==> src/rtl/cfg_port_bridge.sv <==
module cfg_port_bridge #(
  parameter int IO_AW = 16,
  parameter logic [IO_AW-1:0] ADDR_PORT = 'h0CF8,
  parameter logic [IO_AW-1:0] DATA_PORT = 'h0CFC
) (
  input  logic             clk,
  input  logic             rst_n,
  input  logic             io_req,
  input  logic             io_wr,
  input  logic [IO_AW-1:0] io_addr,
  input  logic [3:0]       io_be,
  input  logic [31:0]      io_wdata,
  output logic             io_ack,
  output logic [31:0]      io_rdata,
  output logic             cfg_req,
  output logic             cfg_wr,
  output logic [31:0]      cfg_addr,
  output logic [3:0]       cfg_be,
  output logic [31:0]      cfg_wdata,
  input  logic             cfg_ack,
  input  logic [31:0]      cfg_rdata
);
  localparam int SEL_LO  = 11;
  localparam int SEL_W   = 32 - SEL_LO;
  localparam int MAX_DEV = SEL_W - 1;

  typedef enum logic [1:0] {IDLE, BUS, ACK} state_t;
  state_t state;

  logic       en_q;
  logic [7:0] bus_q;
  logic [4:0] dev_q;
  logic [2:0] fn_q;
  logic [5:0] idx_q;
  logic [1:0] typ_q;

  wire hit_a   = io_addr == ADDR_PORT;
  wire hit_d   = io_addr == DATA_PORT;
  wire full    = io_be == 4'hF;
  wire dev_ok  = 32'(dev_q) <= MAX_DEV;
  wire go      = en_q && ((typ_q == 2'b00 && dev_ok) || typ_q == 2'b01);

  wire [31:0]       addr_rd = {en_q, 7'b0, bus_q, dev_q, fn_q, idx_q, typ_q};
  wire [SEL_W-1:0]  sel     = dev_ok ? (SEL_W'(1) << dev_q) : '0;
  wire [31:0]       t0_addr = {sel, fn_q, idx_q, 2'b00};
  wire [31:0]       t1_addr = {8'h00, bus_q, dev_q, fn_q, idx_q, 2'b01};

  assign io_ack  = state == ACK;
  assign cfg_req = state == BUS;

  always_ff @(posedge clk) begin
    if (!rst_n) begin
      state     <= IDLE;
      en_q      <= 1'b0;
      bus_q     <= '0;
      dev_q     <= '0;
      fn_q      <= '0;
      idx_q     <= '0;
      typ_q     <= '0;
      io_rdata  <= '0;
      cfg_wr    <= 1'b0;
      cfg_addr  <= '0;
      cfg_be    <= '0;
      cfg_wdata <= '0;
    end else begin
      case (state)
        IDLE: if (io_req) begin
          if (hit_a) begin
            if (io_wr && full) begin
              en_q  <= io_wdata[31];
              bus_q <= io_wdata[23:16];
              dev_q <= io_wdata[15:11];
              fn_q  <= io_wdata[10:8];
              idx_q <= io_wdata[7:2];
              typ_q <= io_wdata[1:0];
            end
            io_rdata <= full ? addr_rd : '0;
            state    <= ACK;
          end else if (hit_d) begin
            if (go) begin
              cfg_wr    <= io_wr;
              cfg_addr  <= typ_q[0] ? t1_addr : t0_addr;
              cfg_be    <= io_be;
              cfg_wdata <= io_wdata;
              state     <= BUS;
            end else begin
              io_rdata <= '1;
              state    <= ACK;
            end
          end
        end
        BUS: if (cfg_ack) begin
          io_rdata <= cfg_rdata;
          state    <= ACK;
        end
        default: state <= IDLE;
      endcase
    end
  end

  assert_req_hold_R10: assert property (@(posedge clk) disable iff (!rst_n)
    cfg_req && !cfg_ack |=> cfg_req && $stable(cfg_addr) && $stable(cfg_be) && $stable(cfg_wdata));

  assert_ack_follows_bus_R10: assert property (@(posedge clk) disable iff (!rst_n)
    cfg_req && cfg_ack |=> io_ack && !cfg_req && io_rdata == $past(cfg_rdata));

  assert_ack_pulse_R11: assert property (@(posedge clk) disable iff (!rst_n)
    io_ack |=> !io_ack);

  assert_onehot_sel_R4: assert property (@(posedge clk) disable iff (!rst_n)
    cfg_req && cfg_addr[1:0] == 2'b00 |-> $countones(cfg_addr[31:SEL_LO]) == 1);

  assert_type1_top_zero_R5: assert property (@(posedge clk) disable iff (!rst_n)
    cfg_req && cfg_addr[1:0] == 2'b01 |-> cfg_addr[31:24] == 8'h00);

  assert_no_cycle_when_acked_R6: assert property (@(posedge clk) disable iff (!rst_n)
    io_ack |-> !cfg_req);
endmodule

==> config.mk <==
export PLATFORM = sky130hd
export DESIGN_NAME = cfg_port_bridge
export DESIGN_NICKNAME = d
export VERILOG_FILES = /design/src/rtl/cfg_port_bridge.sv
export SDC_FILE = /design/constraint.sdc
export NUM_CORES = 1
export LEC_CHECK = 0
export ABC_AREA = 1
export CAP_MARGIN = 0
export CORE_ASPECT_RATIO = 1.75
export CORE_MARGIN = 1.5
export CORE_UTILIZATION = 45
export CTS_CLUSTER_DIAMETER = 150
export CTS_CLUSTER_SIZE = 10
export DETAILED_ROUTE_END_ITERATION = 10
export PLACE_DENSITY = 0.85
export SLEW_MARGIN = 20
export SYNTH_ARGS = -nofsm -noshare
export SYNTH_HDL_FRONTEND = slang
export SYNTH_SLANG_ARGS = --single-unit
==> constraint.sdc <==
create_clock -name clk -period 2.3 [get_ports clk]
set_input_delay 0.69 -clock clk [delete_from_list [all_inputs] [get_ports clk]]
set_output_delay 0.69 -clock clk [all_outputs]
set_load 0.01 [all_outputs]
==> impl_metrics.tcl, run 1 <==
set metrics [dict create \
    outcome "finished, violations left" \
    violations "design-rule violations" \
    fmax_mhz 454 \
    dpl-instance-area_sq_um 7340 \
    start_util_pct 46.2 \
    min_path_cells 2 \
    cts.clk_slew.worst_paths_ns 0.05 \
    cts-root-buf "clkbuf_16" \
    wl_mm 15.4 \
    hpwlAfterDp_mm 11.2 \
    hold_end "cfg_addr[7]$_SDFFE_PN0P_" \
    grt_usage_pct 25.0 \
    syn2layout_area_growth_pct 48.2 \
    syn_area_per_cell_sq_um 7.32 \
    grt_max_degree 53 \
    synth_top_area_share_pct 47.8 \
    synth_area_leaders "dfxtp_1 48%, nor2_1 13%, o21ai_0 11%" \
    htreeDepth 4 \
    period_share_pct 95.9 \
    die_y_um 147 \
    rows 52 \
    worstSkewPairLatency_ns 0.41 \
    yosysWarnings 0 \
    routabilityCongestion 0.873 \
    multiInputGateArea_sq_um 2350 \
    irDropWorstVdd_mv 0.547 \
    skew_ns 0.00765 \
    hp-class "register to register" \
    antenna_cells 0 \
    yosys.area.top_type "dfxtp_1" \
    cts.repair.resized 0 \
    drc 13 \
    syn_nets 815 \
    slew_violations 0 \
    drt_iter0_drc 334 \
    num_vias 5441 \
    firstDrtPassIters 9 \
    critPathLaunchType "register" \
    path_max_fanout 3 \
    p_per_area_nw_per_um2 617 \
    min_period_ns 2.20 \
    r2r-start "state[1]$_SDFFE_PN0P_" \
    vias_per_cell 5.16 \
    critical_path_class "register to primary output" \
    setup_violations 0 \
    grt_pass1_vias 5249 \
    ioPinCount 192 \
    seq_area_sq_um 2540 \
    grt_pass1_wl_mm 25.0 \
    antenna_found_initial 0 \
    grt_overflow 0 \
    syn_inst 726 \
    cts_buffer_depth 2 \
    design_area_sq_um 7880 \
    synth-seq-cells 127 \
    cts.hold.buffers_added 0 \
    finalHoldViolCount 0 \
    cp.arrival_ns 1.51 \
    cp.required_ns 1.61 \
    timing.rr.end "io_rdata[10]$_SDFFE_PN0P_" \
    core_area_sq_um 11500 \
    maxCapViolCount 0 \
    cts_tree "done" \
    power_mw 4.86 \
    ys_types 30 \
    wire_per_inst_um 14.6 \
    end_kind "primary output" \
    cts_made_buffers 17 \
    worstHoldStart "idx_q[5]$_SDFFE_PN0P_" \
    cts_sinks 127 \
    p_leak_nw 3.11 \
    ys_seq_area_share_pct 47.8 \
    port_buffers 190 \
    post_synth_instance_area_sq_um 5320 \
    post_cts_buffers 1 \
    r2r_cells 10 \
    grt_setup_unrepaired "false" \
    die_width_um 85.2 \
    layout.nets 998 \
    nFillCells 944 \
    ant_nets 0 \
    die_area_sq_um 12500 \
    layout-drive-gt1-share_pct 7.73 \
    r2r_slack_ns 0.53 \
]
## sequential cells by signal, indices dropped and copies added (netlist names), 2 cells and up
signal and count:
typ_q 2, bus_q 8, idx_q 6, cfg_wdata 32
state 2, fn_q 3, cfg_addr 31, cfg_be 4
dev_q 5, io_rdata 32
## per-stage QoR
step / setup TNS (ns) / std cells / util (%) / setup WS, ns / hold slack (ns)
final: 0 / 1054 / 68.4 / 0.0952 / 0.476
after global routing: 0 / 1054 / 68.4 / 0.0483 / 0.504
after CTS: 0 / 1054 / 68.4 / 0.0798 / 0.477
after detailed placement: -10.02 / 1024 / 63.7 / -0.163 / 0.463
after global placement: -7.61 / 1024 / 63.7 / -0.141 / 0.457
after floorplan: 0 / 726 / - / 0.454 / 0.445
## area by class of cell
class,instances,share of cell area (%)
multi-input combinational,510,29.8
clock buffer,22,6.27
tap,135,2.14
inverter,39,1.86
timing repair buffer,214,27.2
sequential,127,32.3
clock inverter,7,0.476
## routing by layer
metal  vias to the layer above  routed length, um  GRT usage (%)  share of wire (%)
li1                       2735                  -              -                  -
met1                      2436               5960           28.6                 39
met2                       224               7810           42.7                 51
met3                        46                877           4.78                5.7
met4                         0                714           14.6                4.6
met5                         -                  0              0                  0
## logic make-up after synthesis
logic type      count (synthesis)  share of synthesized area, %
simple gates                  307                          23.8
compound gates                202                          20.2
flops                         127                          47.8
buf+inv                        89                          8.03
other cells                     1                        0.0706
## placed cells by master, fill, tap and decap left out, types with 6 or more instances in the layout
cell,synthesis,layout
o21ai_0,120,120
nor2_1,190,190
inv_1,34,34
o22ai_1,38,38
clkinv_2,0,6
buf_4,1,20
clkdlybuf4s50_1,0,189
a21boi_0,7,7
clkbuf_16,0,17
dfxtp_1,127,127
nand2_1,90,90
nand3_1,10,10
a21oi_1,36,36
## synth_stat cells (all sizes together)
library cell / count
nor3: 1
nor3b: 1
o21ai: 121
buf: 22
nand3: 12
inv: 39
nand2: 93
dfxtp: 127
clkbuf: 28
and2: 2
o22ai: 38
nand4: 1
conb: 1
or2: 1
nor2: 196
a21boi: 7
a21oi: 36
## power by group
group / switching [mW] / internal [mW]
clock: 0.914 / 1.49
combinational: 0.0969 / 0.160
sequential: 0.000218 / 2.20
## worst max-delay path by stage
| stage | start | endpoint | slack [ns] |
|---|---|---|---|
| 2_1_floorplan | io_addr[15] | io_rdata[24]$_SDFFE_PN0P_ | 0.45 |
| 3_3_place_gp | io_addr[11] | cfg_addr[13]$_SDFFE_PN0P_ | -0.14 |
| 3_5_place_dp | io_addr[3] | io_rdata[24]$_SDFFE_PN0P_ | -0.16 |
| 4_1_cts | state[1]$_SDFFE_PN0P_ | io_ack | 0.08 |
| 5_1_grt | state[1]$_SDFFE_PN0P_ | io_ack | 0.05 |
| 6_report | state[1]$_SDFFE_PN0P_ | io_ack | 0.1 |
## critical path, stage by stage (launching register included)
cell	delay, ns
dfxtp_1	0.42
inv_2	0.05
nor2_1	0.08
clkdlybuf4s50_1	0.55
No activity file was read; power rests on OpenSTA's default activity.
==> run 2: changes to the inputs <==
--- a/config.mk
+++ b/config.mk
@@ -6,6 +6,7 @@
 export NUM_CORES = 1
 export LEC_CHECK = 0
 export ABC_AREA = 1
+export ABC_CLOCK_PERIOD_IN_PS = 2300
 export CAP_MARGIN = 0
 export CORE_ASPECT_RATIO = 1.75
 export CORE_MARGIN = 1.5
==> results of run 2 <==
No change in the layout: final DEF, timing and power equal those of run 1.
